[src/rtl/sflash_pkg.sv]
package sflash_pkg;

  localparam logic [7:0] OFF_CTRL  = 8'h00;
  localparam logic [7:0] OFF_CONF  = 8'h04;
  localparam logic [7:0] OFF_DOUT  = 8'h08;
  localparam logic [7:0] OFF_DIN   = 8'h0C;
  localparam logic [7:0] OFF_INSTR = 8'h10;
  localparam logic [7:0] OFF_ADDR  = 8'h14;
  localparam logic [7:0] OFF_MODE  = 8'h18;
  localparam logic [7:0] OFF_HDR   = 8'h1C;
  localparam logic [7:0] OFF_DCNT  = 8'h20;

  typedef enum logic [1:0] {
    ST_IDLE,
    ST_HDR,
    ST_DATA,
    ST_FIN
  } seqState_t;

  // Strobes from the sequencer to the datapath.
  typedef struct packed {
    logic pushTx;   // data-out write into transmit FIFO
    logic popRx;    // data-in read from receive FIFO
    logic flush;    // empty both FIFOs
    logic loadLit;  // shift a byte supplied by the sequencer
    logic loadFifo; // shift the transmit FIFO head
    logic capture;  // store the byte shifted in
  } dpCmd_t;

endpackage

[src/rtl/sflash_fifo.sv]
module sflash_fifo #(
  parameter int WIDTH = 8,
  parameter int DEPTH = 8
) (
  input  logic             clk,
  input  logic             rstN,
  input  logic             push,
  input  logic             pop,
  input  logic             clear,
  input  logic [WIDTH-1:0] din,
  output logic [WIDTH-1:0] head,
  output logic             empty,
  output logic             full
);
  localparam int AW = (DEPTH > 1) ? $clog2(DEPTH) : 1;
  localparam logic [AW:0] LAST = (AW + 1)'(DEPTH - 1);
  localparam logic [AW:0] CAP  = (AW + 1)'(DEPTH);

  logic [WIDTH-1:0] store [DEPTH];
  logic [AW-1:0]    rdPtr, wrPtr;
  logic [AW:0]      count;
  logic             doPush, doPop;

  assign empty  = (count == '0);
  assign full   = (count == CAP);
  assign doPush = push && !full;
  assign doPop  = pop && !empty;
  assign head   = store[rdPtr];

  always_ff @(posedge clk) begin
    if (doPush && !clear) store[wrPtr] <= din;
  end

  always_ff @(posedge clk or negedge rstN) begin
    if (!rstN) begin
      rdPtr <= '0;
      wrPtr <= '0;
      count <= '0;
    end else if (clear) begin
      rdPtr <= '0;
      wrPtr <= '0;
      count <= '0;
    end else begin
      if (doPush) wrPtr <= ({1'b0, wrPtr} == LAST) ? '0 : wrPtr + 1'b1;
      if (doPop)  rdPtr <= ({1'b0, rdPtr} == LAST) ? '0 : rdPtr + 1'b1;
      count <= count + (AW + 1)'(doPush) - (AW + 1)'(doPop);
    end
  end


  no_overflow_chk: assert property (@(posedge clk) disable iff (!rstN)
    (full && push && !pop && !clear) |=> full);


  count_bound_chk: assert property (@(posedge clk) disable iff (!rstN)
    count <= CAP);

endmodule

[src/rtl/sflash_dp.sv]
module sflash_dp
  import sflash_pkg::*;
#(
  parameter int FIFO_DEPTH = 8,
  parameter int SCK_HALF   = 2
) (
  input  logic       clk,
  input  logic       rstN,
  input  dpCmd_t     cmd,
  input  logic [7:0] txData,
  input  logic [7:0] litByte,
  output logic [7:0] rxHead,
  output logic       txEmpty,
  output logic       txFull,
  output logic       rxEmpty,
  output logic       rxFull,
  output logic       shBusy,
  output logic       sck,
  output logic       mosi,
  input  logic       miso
);
  localparam int DIVW = (SCK_HALF > 1) ? $clog2(SCK_HALF) : 1;
  localparam logic [DIVW-1:0] DIV_END = DIVW'(SCK_HALF - 1);

  logic [7:0]      txHead, txSh, rxSh;
  logic [2:0]      bitCnt;
  logic [DIVW-1:0] divCnt;
  logic            busyR, sckR, capR, rxPush, halfEnd;

  sflash_fifo #(.WIDTH(8), .DEPTH(FIFO_DEPTH)) uTxFifo (
    .clk(clk), .rstN(rstN), .push(cmd.pushTx), .pop(cmd.loadFifo),
    .clear(cmd.flush), .din(txData), .head(txHead),
    .empty(txEmpty), .full(txFull));

  sflash_fifo #(.WIDTH(8), .DEPTH(FIFO_DEPTH)) uRxFifo (
    .clk(clk), .rstN(rstN), .push(rxPush), .pop(cmd.popRx),
    .clear(cmd.flush), .din(rxSh), .head(rxHead),
    .empty(rxEmpty), .full(rxFull));

  assign halfEnd = busyR && (divCnt == DIV_END);
  // Last falling edge of a captured byte: push in the same edge busy drops.
  assign rxPush  = halfEnd && sckR && (bitCnt == 3'd7) && capR;

  always_ff @(posedge clk or negedge rstN) begin
    if (!rstN) begin
      txSh   <= '0;
      rxSh   <= '0;
      bitCnt <= '0;
      divCnt <= '0;
      busyR  <= 1'b0;
      sckR   <= 1'b0;
      capR   <= 1'b0;
    end else if (cmd.loadLit || cmd.loadFifo) begin
      txSh   <= cmd.loadFifo ? txHead : litByte;
      bitCnt <= '0;
      divCnt <= '0;
      busyR  <= 1'b1;
      sckR   <= 1'b0;
      capR   <= cmd.capture;
    end else if (busyR) begin
      if (halfEnd) begin
        divCnt <= '0;
        if (!sckR) begin
          sckR <= 1'b1;
          rxSh <= {rxSh[6:0], miso};
        end else begin
          sckR   <= 1'b0;
          txSh   <= {txSh[6:0], 1'b0};
          bitCnt <= bitCnt + 3'd1;
          if (bitCnt == 3'd7) busyR <= 1'b0;
        end
      end else begin
        divCnt <= divCnt + 1'b1;
      end
    end
  end

  assign shBusy = busyR;
  assign sck    = sckR;
  assign mosi   = txSh[7];


  sck_idle_chk: assert property (@(posedge clk) disable iff (!rstN)
    !busyR |-> !sckR);

endmodule

[src/rtl/sflash_ctl.sv]
module sflash_ctl
  import sflash_pkg::*;
(
  input  logic        clk,
  input  logic        rstN,
  input  logic        regEn,
  input  logic        regWe,
  input  logic [7:0]  regAddr,
  input  logic [31:0] regWdata,
  output logic [31:0] regRdata,
  output dpCmd_t      cmd,
  output logic [7:0]  litByte,
  input  logic [7:0]  rxHead,
  input  logic        txEmpty,
  input  logic        txFull,
  input  logic        rxEmpty,
  input  logic        rxFull,
  input  logic        shBusy,
  output logic        csN
);
  seqState_t   state;
  logic        csEn, dirWr, flushPend, stopReq, startBit;
  logic [7:0]  instrR, hdrR;
  logic [31:0] addrR, modeR, dinCntR, dataCnt;
  logic [4:0]  idx, hdrTotal, aPos;
  logic [3:0]  nInstr;
  logic [2:0]  nAddr;
  logic [7:0]  hdrByte;
  logic        wr, rd, confWr, xferRdy, endRead;

  assign wr      = regEn && regWe;
  assign rd      = regEn && !regWe;
  assign confWr  = wr && (regAddr == OFF_CONF);
  assign xferRdy = (state == ST_IDLE) && !flushPend;
  assign endRead = (dinCntR != '0) && (dataCnt == dinCntR);

  // Header layout: instruction copies, then up to three address bytes.
  always_comb begin
    nInstr   = hdrR[3:0];
    nAddr    = (hdrR[7:4] > 4'd3) ? 3'd3 : hdrR[6:4];
    hdrTotal = {1'b0, nInstr} + {2'b0, nAddr};
    aPos     = {2'b0, nAddr} - 5'd1 - (idx - {1'b0, nInstr});
    if (idx < {1'b0, nInstr}) hdrByte = instrR;
    else begin
      case (aPos[1:0])
        2'd0:    hdrByte = addrR[7:0];
        2'd1:    hdrByte = addrR[15:8];
        default: hdrByte = addrR[23:16];
      endcase
    end
  end

  always_comb begin
    cmd          = '0;
    litByte      = 8'h00;
    cmd.pushTx   = wr && (regAddr == OFF_DOUT);
    cmd.popRx    = rd && (regAddr == OFF_DIN);
    cmd.flush    = flushPend;
    if (!shBusy && !flushPend) begin
      if (state == ST_HDR && idx < hdrTotal) begin
        cmd.loadLit = 1'b1;
        litByte     = hdrByte;
      end else if (state == ST_DATA) begin
        if (dirWr) cmd.loadFifo = !txEmpty;
        else if (!endRead && !stopReq && !rxFull) begin
          cmd.loadLit = 1'b1;
          cmd.capture = 1'b1;
        end
      end
    end
  end

  always_ff @(posedge clk or negedge rstN) begin
    if (!rstN) begin
      state <= ST_IDLE;
      {csEn, dirWr, flushPend, stopReq, startBit} <= '0;
      instrR <= '0; hdrR <= '0; addrR <= '0; modeR <= '0; dinCntR <= '0;
      idx <= '0; dataCnt <= '0;
    end else begin
      flushPend <= confWr && regWdata[9];
      if (wr) begin
        case (regAddr)
          OFF_CTRL:  csEn    <= regWdata[0];
          OFF_INSTR: instrR  <= regWdata[7:0];
          OFF_ADDR:  addrR   <= regWdata;
          OFF_MODE:  modeR   <= regWdata;
          OFF_HDR:   hdrR    <= regWdata[7:0];
          OFF_DCNT:  dinCntR <= regWdata;
          default: ;
        endcase
      end
      case (state)
        ST_IDLE: begin
          if (confWr) dirWr <= regWdata[13];
          if (confWr && regWdata[15] && !flushPend) begin
            state    <= ST_HDR;
            startBit <= 1'b1;
            stopReq  <= 1'b0;
            idx      <= '0;
            dataCnt  <= '0;
          end
        end
        ST_HDR: begin
          if (cmd.loadLit) idx <= idx + 5'd1;
          else if (!shBusy && idx >= hdrTotal) state <= ST_DATA;
        end
        ST_DATA: begin
          if (cmd.loadLit) dataCnt <= dataCnt + 32'd1;
          else if (!shBusy && !cmd.loadFifo) begin
            if (dirWr ? (txEmpty && stopReq) : (stopReq || endRead))
              state <= ST_FIN;
          end
        end
        default: begin
          startBit <= 1'b0;
          stopReq  <= 1'b0;
          state    <= ST_IDLE;
        end
      endcase
      if (confWr && regWdata[14] && state != ST_IDLE && state != ST_FIN)
        stopReq <= 1'b1;
    end
  end

  assign csN = !(csEn && state != ST_IDLE);

  always_comb begin
    regRdata = '0;
    case (regAddr)
      OFF_CTRL:  regRdata = {24'b0, txFull, txEmpty, 1'b0, rxEmpty, 2'b0, xferRdy, csEn};
      OFF_CONF:  regRdata = {16'b0, startBit, stopReq, dirWr, 3'b0, flushPend, 9'b0};
      OFF_DIN:   regRdata = rxEmpty ? 32'b0 : {24'b0, rxHead};
      OFF_INSTR: regRdata = {24'b0, instrR};
      OFF_ADDR:  regRdata = addrR;
      OFF_MODE:  regRdata = modeR;
      OFF_HDR:   regRdata = {24'b0, hdrR};
      OFF_DCNT:  regRdata = dinCntR;
      default:   regRdata = '0;
    endcase
  end


  stop_drain_chk: assert property (@(posedge clk) disable iff (!rstN)
    $fell(startBit) |-> (!dirWr || $past(txEmpty)));


  shift_in_xfer_chk: assert property (@(posedge clk) disable iff (!rstN)
    shBusy |-> (state != ST_IDLE));


  flush_clear_chk: assert property (@(posedge clk) disable iff (!rstN)
    (flushPend && !confWr) |=> !flushPend);


  rdy_run_chk: assert property (@(posedge clk) disable iff (!rstN)
    $rose(startBit) |-> (state != ST_IDLE));

endmodule

[src/rtl/sflash_master.sv]
module sflash_master
  import sflash_pkg::*;
#(
  parameter int FIFO_DEPTH = 8,
  parameter int SCK_HALF   = 2
) (
  input  logic        clk,
  input  logic        rstN,
  input  logic        regEn,
  input  logic        regWe,
  input  logic [7:0]  regAddr,
  input  logic [31:0] regWdata,
  output logic [31:0] regRdata,
  output logic        spiCsN,
  output logic        spiSck,
  output logic        spiMosi,
  input  logic        spiMiso
);
  dpCmd_t     cmd;
  logic [7:0] litByte, rxHead;
  logic       txEmpty, txFull, rxEmpty, rxFull, shBusy;

  sflash_ctl uCtl (
    .clk(clk), .rstN(rstN), .regEn(regEn), .regWe(regWe),
    .regAddr(regAddr), .regWdata(regWdata), .regRdata(regRdata),
    .cmd(cmd), .litByte(litByte), .rxHead(rxHead),
    .txEmpty(txEmpty), .txFull(txFull), .rxEmpty(rxEmpty),
    .rxFull(rxFull), .shBusy(shBusy), .csN(spiCsN));

  sflash_dp #(.FIFO_DEPTH(FIFO_DEPTH), .SCK_HALF(SCK_HALF)) uDp (
    .clk(clk), .rstN(rstN), .cmd(cmd), .txData(regWdata[7:0]),
    .litByte(litByte), .rxHead(rxHead), .txEmpty(txEmpty),
    .txFull(txFull), .rxEmpty(rxEmpty), .rxFull(rxFull),
    .shBusy(shBusy), .sck(spiSck), .mosi(spiMosi), .miso(spiMiso));

endmodule

[config.mk]
export PLATFORM = sky130hd
export DESIGN_NAME = sflash_master
export DESIGN_NICKNAME = d
export VERILOG_FILES = /design/src/rtl/sflash_pkg.sv /design/src/rtl/sflash_fifo.sv /design/src/rtl/sflash_dp.sv /design/src/rtl/sflash_ctl.sv /design/src/rtl/sflash_master.sv
export SDC_FILE = /design/constraint.sdc
export NUM_CORES = 1
export LEC_CHECK = 0
export BUFFER_PORTS_ARGS = -buffer_cell sky130_fd_sc_hd__buf_4
export CORE_MARGIN = 8
export CORE_UTILIZATION = 64
export CTS_BUF_LIST = sky130_fd_sc_hd__clkbuf_8
export DETAILED_ROUTE_END_ITERATION = 8
export GPL_TIMING_DRIVEN = 0
export PLACE_DENSITY_LB_ADDON = 0.25
export SLEW_MARGIN = 20
export SYNTH_ARGS = -nofsm -noshare
export SYNTH_HDL_FRONTEND = slang
export SYNTH_HIERARCHICAL = 1
export SYNTH_SLANG_ARGS = --single-unit
[constraint.sdc]
create_clock -name clk -period 4.6 [get_ports clk]
set_input_delay 0.23 -clock clk [delete_from_list [all_inputs] [get_ports clk]]
set_output_delay 0.23 -clock clk [all_outputs]
set_load 0.005 [all_outputs]
==> key figures, run 1 <==
Logic synthesis
  – Ys Warns: 6
  – Synthesized net count: 1,341
  – Post-Syn Area: 16,100 µm²
  – Post-synth EDFFs: around 130
  – Syn_area_per_cell: 12.9 µm²
  – Sequential cell area fraction in the yosys report: 0.548
  – Register bit total from synthesis: around 330
  – Post-synth top flop: dfrtp_1
  – Synth cell types: 74
  – Share of flip-flops with an asynchronous set or reset: 0.609
  – Mapped Cells: 1,252

Route
  – Post-route DRC: 0
  – Total Wirelength: 41,600 µm
  – Avg WL per Cell: approximately 23 µm
  – Iteration-0 DRC Markers: 1,351
  – Final ANT Viol Nets: 0
  – Vias: about 12k
  – Vias per inst: 6.55
  – Pre-antenna DRT Iters: 9

STA
  – Layout Skew: 0.0324 ns
  – FMAX: 234 MHz
  – RSZ-0062 raised after global routing: no
  – Final Slew Violations: 0
  – Min Tclk post-route: between 4 and 5 ns
  – Worst Max-Slew Pin Slew: 0.912 ns
  – Fin crit share: 0.930
  – Headroom to the max-slew limit: 0.387
  – Number of setup violations in the final report: 0
  – Final Hold Viols: 0

Setup path
  – Critical Path End Type: flip-flop
  – R2R depth: 14
  – CP Class: reg -> reg
  – Crit path launch: uCtl/hdrR[7]
  – FF-to-FF End: uDp/rxSh[5]
  – Required time of the critical path: 5.05 ns
  – Crit path arrival time: 4.73 ns
  – CP Max Fanout: 8
  – Reg2reg start: uCtl/hdrR[7]
  – Setup crit start kind: flip-flop
  – FF-to-FF setup slack: ~0.32 ns

Cells and area
  – Multi-input gate area: 6730 µm²
  – Post-layout util: 0.745
  – Fill count: 1,618
  – Storage cell area: approximately 8800 µm²
  – Layout cells sized above 1: 0.229
  – Number of diodes: 0
  – Synthesis-to-finish area growth: 15.5%
  – Fin nets: 1,513
  – Design Area, Final: 18,600 µm²

Floorplanning
  – Chip height: 175 µm
  – Site row count: 58
  – Core ar.: approximately 25,000 µm²
  – Die ar.: 30,500 µm²
  – Die W: 175 µm
  – IO Pins: 80
  – Initial core utilization: 0.645

Global routing
  – Remaining global-route overflow: 0
  – Initial antenna violation count: 0
  – Largest net degree at the start of global routing: 87
  – All-Layer GR Usage: 0.273
  – Via count of the first global-routing pass: 11.8k
  – First-pass GRT wire length: 65,400 µm

Place
  – Gpl congestion: a little under 0.9
  – Dpl cell area: 17,200 µm²
  – IO buf count: 78
  – DP Wirelength: 29,000 µm

CTS
  – CTS Buf Count: between 50 and 60
  – Root Driver: clkbuf_8
  – CTS sink cnt: 327
  – CTS tree: yes
  – H-Tree Level Count: 2
  – Worst-path clk slew: approximately 0.060 ns
  – Worst-Skew Late Latency: 0.59 ns
  – Maximum clock insertion buffer count: 3

Job
  – Max-Cap Viols: 0

Worst hold path
  – Worst min path class: in -> reg
  – Hold path startpoint: regEn
  – Worst hold path depth: 4
  – End of the worst hold path: uDp/uRxFifo/rdPtr[2]

Power and ir drop
  – IR drop worst, VDD: between 300 and 400 µV
  – Leakage: 0.00836 µW
  – Power Density: 423 nW/µm²
  – Tot Pwr: between 7000 and 8000 µW

Outcome
  – Status: finished, final reports clean
## cell type report
type	count	share of cell area
flip-flops and latches	327	0.474
well taps	330	0.0222
multi-input cells	795	0.362
repair buffers	118	0.0549
clock buffers	66	0.0488
inverters	69	0.0141
clock inverters	30	0.00673
plain buffers	60	0.0170
## worst max-delay path by stage
| stage | to | slack (ns) | cells past startpoint |
|---|---|---|---|
| after floorplan | uDp/rxSh[0] | 0.81 | 17 |
| after global placement | uDp/rxSh[3] | 0.08 | 17 |
| after detailed placement | uDp/uTxFifo/count[1] | -0.04 | 17 |
| after CTS | uDp/txSh[5] | 0.03 | 19 |
| after global routing | uDp/rxSh[5] | 0.11 | 15 |
| final | uDp/rxSh[5] | 0.32 | 14 |
## state kept, by name, indices dropped and copies added (netlist names), 2 cells and up
register and cells:
uDp/uTxFifo/wrPtr 3, uCtl/dataCnt 32, uDp/uRxFifo/wrPtr 3, uDp/uRxFifo/rdPtr 3, uDp/uTxFifo/rdPtr 3, uCtl/modeR 32
uDp/uTxFifo/store 64, uCtl/instrR 8, uDp/uRxFifo/store 64, uCtl/idx 5, uDp/bitCnt 3, uCtl/hdrR 8
uDp/rxSh 8, uDp/uRxFifo/count 4, uDp/txSh 8, uCtl/state 2, uCtl/addrR 32, uDp/uTxFifo/count 4
uCtl/dinCntR 32
## metal layers
layer | track usage | up-vias | share of wire | routed length, µm
li1 | - | 5114 | - | -
met1 | 0.370 | 5897 | 0.40 | 16700
met2 | 0.439 | 629 | 0.48 | 20000
met3 | 0.0468 | 110 | 0.085 | 3560
met4 | 0.102 | 0 | 0.033 | 1370
met5 | 0 | - | 0 | 0
## metrics by stage
stage          instances  setup slack [ns]  setup TNS [ns]  hold slack (ns)
3_3_place_gp        1660            0.0806               0            0.452
5_1_grt             1795             0.114               0            0.106
4_1_cts             1794            0.0317               0           0.0831
6_report            1795             0.323               0            0.109
2_1_floorplan       1252             0.807               0          -0.0656
3_5_place_dp        1663           -0.0402         -0.0738            0.162
## report_power, final
| part | total [µW] | leakage (µW) | switching, µW | internal [µW] |
|---|---|---|---|---|
| Sequential | 3700 | 0.00380 | 345 | 3350 |
| Combinational | 1780 | 0.00393 | 1080 | 698 |
| Clock | 2400 | 0.000629 | 1120 | 1290 |
| Total | 7880 | 0.00836 | 2540 | 5340 |
## placed cells by master (no fill, tap or decap), types with 8 or more instances in the layout
master	synthesis	layout
a21oi_1	39	39
a222oi_1	32	32
a22oi_1	8	8
and3_1	14	14
buf_1	8	8
buf_2	11	10
buf_4	2	82
clkbuf_1	33	32
clkbuf_8	0	66
dfrtp_1	199	199
dlygate4sd3_1	0	35
edfxtp_1	128	128
ha_1	40	40
inv_1	68	95
mux2_2	135	135
mux2i_1	31	31
mux4_1	32	32
nand2_1	92	91
nand3_1	41	41
nand4_1	23	23
nor2_1	69	69
nor2b_1	9	9
nor3_1	18	14
nor4_1	20	19
o21ai_0	28	28
o221ai_1	13	13
xor2_1	34	34
## logic make-up after synthesis
logic type               count (synthesis)  share of synthesized area
multiplexers                           201                      0.168
AO/OA/AOI/OAI                          168                     0.0779
AND/OR/NAND/NOR                        340                      0.111
adder cells (fa/ha/maj)                 44                     0.0361
XOR/XNOR                                41                     0.0223
buffers and inverters                  130                     0.0361
other                                    1                   0.000233
flip-flops                             327                      0.548
## timing repair
| item | in CTS | in global routing |
|---|---|---|
| hold endpoints to repair | 241 | 0 |
| hold buffers | 35 | 0 |
| pin swaps | 1 | 2 |
| setup endpoints to repair | 10 | 19 |
| setup buffers | 0 | 2 |
| gates resized for setup | 1 | 4 |
## worst max-delay path: stages (launching register included)
cell and delay [ns]:
dfrtp_1 0.40, or3_1 0.40, ha_1 0.29, a21o_1 0.18
a21oi_1 0.21, xnor2_1 0.16, ha_1 0.27, nand2_1 0.07
o21ai_0 0.09, nor4b_2 0.40, buf_4 0.20, nor4_4 0.06
buf_2 0.19, nor4_4 0.80, mux2_2 0.42
## Yosys cell counts (28+ instances only)
cell	count	area (µm²)
a21oi_1	39	195
a222oi_1	32	320
clkbuf_1	33	124
dfrtp_1	199	4980
edfxtp_1	128	3840
ha_1	40	500
inv_1	68	255
mux2_2	135	1520
mux2i_1	31	310
mux4_1	32	841
nand2_1	92	345
nand3_1	41	205
nor2_1	69	259
o21ai_0	28	140
xor2_1	34	298
(Power assumes the default switching activity.)
==> inputs of run 2 (changes only) <==
Settings changed: BUFFER_PORTS_ARGS -buffer_cell sky130_fd_sc_hd__buf_4 to unset, CORE_UTILIZATION 64 to 65, DONT_BUFFER_PORTS set to 1, PLACE_DENSITY set to 0.83, PLACE_DENSITY_LB_ADDON 0.25 to unset.
==> run 2 against run 1 <==
The flow now finishes with violations (negative hold slack); first-iteration DRC count rose by 10%; sequential cell count did not move; global-route usage barely moved; sequential share of layout area rose by 2.0 points; clock-buffer cell count fell by 7; worst hold slack got worse by 0.77 ns; maximum frequency fell by 3.2%; die area fell by 1.4%; worst setup slack got worse by 0.14 ns; non-clock buffer count fell by 83.
==> key figures, run 2 (same netlist as run 1, synthesis figures left out) <==
Job
  – Max-Cap Viols: 0 (unchanged)

STA
  – Fin crit share: 0.960 (+0.0304)
  – Final Hold Viols: 199 (+199)
  – Min Tclk post-route: 4.42 ns (+0.140 ns)
  – Final Slew Violations: 0 (unchanged)
  – FMAX: 226 MHz (-3.2%)
  – Setup TNS: 0 ns (unchanged)
  – Worst Max-Slew Pin Slew: 1.01 ns (+0.0960 ns)
  – RSZ-0062 raised after global routing: no
  – Hold Slack: -0.657 ns (-0.766 ns)
  – Headroom to the max-slew limit: 0.323 (-0.0645)
  – Worst Slack Setup Final: 0.183 ns (-0.140 ns)
  – Number of setup violations in the final report: 0 (unchanged)
  – Layout Skew: 0.0259 ns (-0.00654 ns)

Route
  – Avg WL per Cell: 24.5 µm (+5.8%)
  – Vias: 11.5k (-2.2%)
  – Pre-antenna DRT Iters: 9 (unchanged)
  – Iteration-0 DRC Markers: 1,491 (+10%)
  – Vias per inst: 6.75 (+3.1%)
  – Post-route DRC: 0 (unchanged)
  – Final ANT Viol Nets: 0 (unchanged)
  – Total Wirelength: 41,800 µm (+0.43%)

CTS
  – CTS tree: yes
  – CTS Hold Bufs: 35 (unchanged)
  – Maximum clock insertion buffer count: 3 (unchanged)
  – CTS sink cnt: 327 (unchanged)
  – Worst-Skew Late Latency: 0.58 ns (about the same)
  – CTS Buf Count: 51 (-3.8%)
  – Post-CTS Setup Bufs: 0 (unchanged)
  – Worst-path clk slew: 0.07 ns (about the same)
  – H-Tree Level Count: 2 (unchanged)
  – Root Driver: clkbuf_8

Setup path
  – Critical Path End Type: flip-flop
  – FF-to-FF setup slack: 0.18 ns (-0.14 ns)
  – Crit path arrival time: 4.87 ns (+0.14 ns)
  – Setup crit start kind: flip-flop
  – CP Max Fanout: 5 (-3)
  – Required time of the critical path: 5.05 ns (about the same)
  – FF-to-FF End: uDp/uTxFifo/count[1]
  – Crit path launch: uCtl/hdrR[7]
  – Worst setup endpoint: uDp/uTxFifo/count[1]
  – Reg2reg start: uCtl/hdrR[7]
  – CP Class: reg -> reg
  – R2R depth: 17 (+3)

Global routing
  – Via count of the first global-routing pass: 11.5k (-1.8%)
  – Largest net degree at the start of global routing: 200 (+130%)
  – Remaining global-route overflow: 0 (unchanged)
  – Initial antenna violation count: 3 (+3)
  – All-Layer GR Usage: 0.273 (about the same)
  – First-pass GRT wire length: 65,200 µm (-0.35%)

Cells and area
  – Multi-input gate area: 6730 µm² (unchanged)
  – Commonest cells after routing, fill and taps aside: dfrtp_1 (199), mux2_2 (135), edfxtp_1 (128)
  – Storage cell area: 8820 µm² (unchanged)
  – Registers with the most flip-flops: uDp/uRxFifo/store x64, uDp/uTxFifo/store x64
  – Synthesis-to-finish area growth: 10.9%
  – Layout cells sized above 1: 0.179 (-0.0493)
  – Most common cell after layout, fill and taps aside: dfrtp_1
  – Fill count: 1,463 (-9.6%)
  – Fin nets: 1,428 (-5.6%)

Floorplanning
  – Core ar.: 24,300 µm² (-2.6%)
  – Site row count: 57 (-1.7%)
  – IO Pins: 80 (unchanged)
  – Chip height: 173 µm (-0.70%)
  – Initial core utilization: 0.662 (+0.0171)
  – Die ar.: 30,100 µm² (-1.4%)
  – Die W: 173 µm (-0.70%)

Place
  – Gpl congestion: 0.914 (+2.9%)
  – Pre-CTS WS: 0.0233 ns (+0.0635 ns)
  – IO buf count: 0 (-100%)
  – DP Wirelength: 28,000 µm (-3.4%)

Worst hold path
  – Worst min path class: in -> async

Power and ir drop
  – Tot Pwr: 7670 µW (-2.6%)
  – Leakage: 0.00788 µW (-5.8%)
  – Power Density: 430 nW/µm² (+1.5%)
  – IR drop worst, VDD: 398 µV (-0.37%)

Outcome
  – Failing checks: negative hold slack
  – Status: finished with violations
run 2: stage by stage:
stage / cells / hold WS, ns / area [µm²] / utilization
after global routing: 1704 / -0.676 / 17900 / 0.734
after floorplan: 1252 / -0.0656 / 16100 / -
after global placement: 1576 / -0.0562 / 16500 / 0.679
after detailed placement: 1576 / -0.0573 / 16500 / 0.679
after CTS: 1702 / -0.683 / 17800 / 0.733
final: 1704 / -0.657 / 17900 / 0.734
run 2: layer usage:
metal	vias up	global-route usage	part of all wire
met2	719	0.434	0.47
met1	5735	0.357	0.39
met3	120	0.0597	0.10
met5	-	0	0
li1	4923	-	-
met4	0	0.123	0.039
run 2: where the power goes:
group,switching [µW],internal (µW),total [µW]
sequential,349,3350,3700
clock,1110,1170,2270
combinational,1040,657,1700
total,2500,5170,7670
run 2: how the worst min path moves through the flow:
stage                               end  slack, ns
final                       uDp/rxSh[3]      -0.66
after global routing        uDp/rxSh[3]      -0.68
after CTS                   uDp/rxSh[3]      -0.68
after detailed placement    uDp/rxSh[5]      -0.06
after global placement      uDp/rxSh[5]      -0.06
after floorplan           uCtl/addrR[0]      -0.07
run 2: layout make-up:
type / instances / share of cell area
antenna: 3 / 0.000421
tap: 324 / 0.0227
timing repair buffer: 35 / 0.0196
inverter: 69 / 0.0146
multi-input combinational: 795 / 0.377
buffer: 60 / 0.0177
clock buffer: 59 / 0.0455
clock inverter: 32 / 0.00792
sequential: 327 / 0.494
run 2: what timing repair did:
action                     4_1_cts  5_1_grt
setup endpoints to repair        2       20
pin swaps                        1        1
resized for setup                0        5
hold endpoints to repair       382      199
run 2: worst max-delay path, stage by stage (launching register included):
cell and delay [ns]:
dfrtp_1 0.42, or3_1 0.42, ha_1 0.29, a21o_1 0.18, a21oi_1 0.18, xnor2_1 0.10, ha_1 0.30, nand2_1 0.05
o21ai_0 0.29, nor4b_4 0.12, nor4_2 0.47, inv_1 0.18, nor2_1 0.18, ha_1 0.25, inv_1 0.06, ha_1 0.21
fa_1 0.43, nor2b_1 0.14
==> inputs of run 3 (changes only) <==
Settings changed: CELL_PAD_IN_SITES_DETAIL_PLACEMENT set to 0, CELL_PAD_IN_SITES_GLOBAL_PLACEMENT set to 1, CORE_UTILIZATION 65 to 55, PLACE_DENSITY 0.83 to 0.85.
==> run 3 against run 2 <==
The flow still finishes with violations (negative hold slack); die area rose by 16%; via count fell by 3.8%; clock-buffer cell count rose by 3; core utilization fell by 11 points; worst setup slack got worse by 0.083 ns; highest routed layer unchanged; routed wire length fell by 2.9%; power rose by 2.7%; first-iteration DRC count fell by 17%; sequential cell count did not move; worst hold slack improved by 0.0093 ns; critical endpoint unchanged; sequential share of layout area fell by 0.52 points.
==> key figures, run 3 (same netlist as run 1, synthesis figures left out) <==
STA
  – FMAX: 222 MHz (-1.8%)
  – RSZ-0062 raised after global routing: yes
  – Min Tclk post-route: 4.50 ns (+0.0832 ns)
  – Hold Slack: -0.647 ns (+0.00928 ns)
  – Headroom to the max-slew limit: 0.367 (+0.0442)
  – Worst Max-Slew Pin Slew: 0.943 ns (-0.0658 ns)
  – Final Hold Viols: 199 (unchanged)
  – Fin crit share: 0.978 (+0.0181)
  – Setup TNS: 0 ns (unchanged)
  – Number of setup violations in the final report: 0 (unchanged)
  – Final Slew Violations: 0 (unchanged)
  – Layout Skew: 0.0212 ns (-0.00467 ns)

Route
  – Final ANT Viol Nets: 0 (unchanged)
  – Iteration-0 DRC Markers: 1,240 (-17%)
  – Total Wirelength: 40,600 µm (-2.9%)
  – Vias: 11.1k (-3.8%)
  – Vias per inst: 6.26 (-7.2%)
  – Post-route DRC: 0 (unchanged)
  – Avg WL per Cell: 23.0 µm (-6.3%)
  – Pre-antenna DRT Iters: 6 (-3)

CTS
  – H-Tree Level Count: 2 (unchanged)
  – Root Driver: clkbuf_8
  – CTS Buf Count: 54 (+5.9%)
  – CTS sink cnt: 327 (unchanged)
  – CTS Hold Bufs: 35 (unchanged)
  – Worst-path clk slew: 0.06 ns (about the same)
  – Maximum clock insertion buffer count: 3 (unchanged)
  – CTS tree: yes
  – Worst-Skew Late Latency: 0.59 ns (about the same)

Setup path
  – CP Max Fanout: 5 (unchanged)
  – Crit-path slowest cell: nor4_2
  – Critical Path End Type: flip-flop
  – Top cell by count, worst path: ha_1
  – Crit path arrival time: 4.95 ns (+0.08 ns)
  – CP Cell Sequence: or3_1 > ha_1 > a21o_1 > a21oi_1 > xnor2_1 > ha_1 > nand2_1 > o21ai_0 > nor4b_4 > nor4_2 > inv_1 > nor2_1 > ha_1 > inv_1 > ha_1 > fa_1 > nor2b_1
  – Critical path's largest stage delay: 0.57 ns (+0.10 ns)
  – R2R depth: 17 (unchanged)
  – Setup crit start kind: flip-flop
  – Required time of the critical path: 5.05 ns (about the same)
  – CP Class: reg -> reg

Floorplanning
  – IO Pins: 80 (unchanged)
  – Initial core utilization: 0.559 (-0.103)
  – Site row count: 62 (+8.8%)
  – Core ar.: 28,800 µm² (+18%)
  – Chip height: 187 µm (+7.9%)
  – Die W: 187 µm (+7.9%)
  – Die ar.: 35,000 µm² (+16%)

Place
  – DP Wirelength: 28,800 µm (+2.6%)
  – Dpl cell area: 16,600 µm² (+0.45%)
  – Gpl congestion: 0.888 (-2.9%)
  – Placed insts: 1,636 (+3.8%)
  – IO buf count: 0 (unchanged)

Power and ir drop
  – IR drop worst, VDD: 557 µV (+40%)
  – Tot Pwr: 7880 µW (+2.7%)
  – Leakage: 0.00791 µW (+0.39%)
  – Power Density: 437 nW/µm² (+1.6%)

Global routing
  – Largest net degree at the start of global routing: 200 (unchanged)
  – All-Layer GR Usage: 0.228 (-0.0450)
  – Via count of the first global-routing pass: 10.9k (-5.2%)
  – Remaining global-route overflow: 0 (unchanged)
  – Initial antenna violation count: 0 (-3)
  – First-pass GRT wire length: 63,600 µm (-2.4%)

Cells and area
  – Post-Layout Cell Count: 1,766 (+3.6%)
  – Registers with the most flip-flops: uDp/uRxFifo/store x64, uDp/uTxFifo/store x64
  – Commonest cells after routing, fill and taps aside: dfrtp_1 (199), mux2_2 (135), edfxtp_1 (128)
  – Design Area, Final: 18,000 µm² (+1.1%)
  – Number of diodes: 0 (-3)
  – Most common cell after layout, fill and taps aside: dfrtp_1
  – Layout cells sized above 1: 0.187 (+0.00731)
  – Synthesis-to-finish area growth: 12.1%
  – Fin nets: 1,433 (+0.35%)
  – Fill count: 2,206 (+51%)

Job
  – Max-Cap Viols: 0 (unchanged)

Outcome
  – Status: finished with violations
  – Failing checks: negative hold slack

Worst hold path
  – Worst min path class: in -> async
## run 3: changes by cell type in the layout (fill, tap and decap cells not counted), moves of 2 or more
cell / previous run / this run
clkinv_2: 1 / 4
clkinvlp_4: 0 / 2
inv_1: 94 / 86
bufinv_16: 0 / 2
clkinv_1: 3 / 5
diode_2: 3 / 0
clkbuf_8: 59 / 62
## run 3: layout make-up
type | count | area [µm²] | share of cell area
timing repair buffer | 36 | 370 | 0.0205
multi-input combinational | 795 | 6730 | 0.373
clock inverter | 32 | 198 | 0.0110
clock buffer | 62 | 853 | 0.0473
buffer | 61 | 322 | 0.0178
inverter | 69 | 262 | 0.0145
sequential | 327 | 8820 | 0.489
tap | 384 | 480 | 0.0266
## run 3: stage by stage
stage	worst slack [ns]	utilization
after floorplan	0.807	-
after global placement	-0.0376	0.576
after detailed placement	-0.107	0.577
after CTS	0.0406	0.626
after global routing	-0.0568	0.627
final	0.100	0.627
## run 3: critical path: cells and delay by family, from the launching register on
| family | cells | cell delay [ns] |
|---|---|---|
| simple gates | 6 | 1.46 |
| fa+ha+maj | 5 | 1.44 |
| compound gates | 3 | 0.67 |
| flops | 1 | 0.42 |
| buf+inv | 2 | 0.28 |
| xor+xnor | 1 | 0.10 |
## run 3: where the power goes
part           total (µW)  switching, µW  internal (µW)
Clock                2470           1130           1340
Combinational        1700           1030            677
Sequential           3710            355           3350
Total                7880           2510           5370
## run 3: worst paths after layout
path | from | endpoint | slack, ns
setup / recovery | uCtl/hdrR[7] | uDp/uTxFifo/count[1] | 0.10
hold / removal | rstN | uDp/rxSh[5] | -0.65
setup reg to reg | uCtl/hdrR[7] | uDp/uTxFifo/count[1] | 0.10
hold reg to reg | uDp/bitCnt[2] | uDp/bitCnt[2] | 0.48
max in group asynchronous | rstN | uCtl/dataCnt[25] | 4.90
min in group clk | regAddr[6] | uCtl/flushPend | 0.04
## run 3: per-layer routing
metal  track usage  vias up  share of wire
met5             0        -              0
met4        0.0684        0          0.024
met3        0.0434       63          0.077
met2         0.359      445           0.47
met1         0.318     5597           0.43
li1              -     4956              -
## run 3: timing repair
action	in CTS	in global routing
pin swaps	0	1
gates cloned	0	0
hold endpoints to repair	383	199
setup buffers	0	1
resized for setup	2	3
endpoints found under the setup margin	5	18
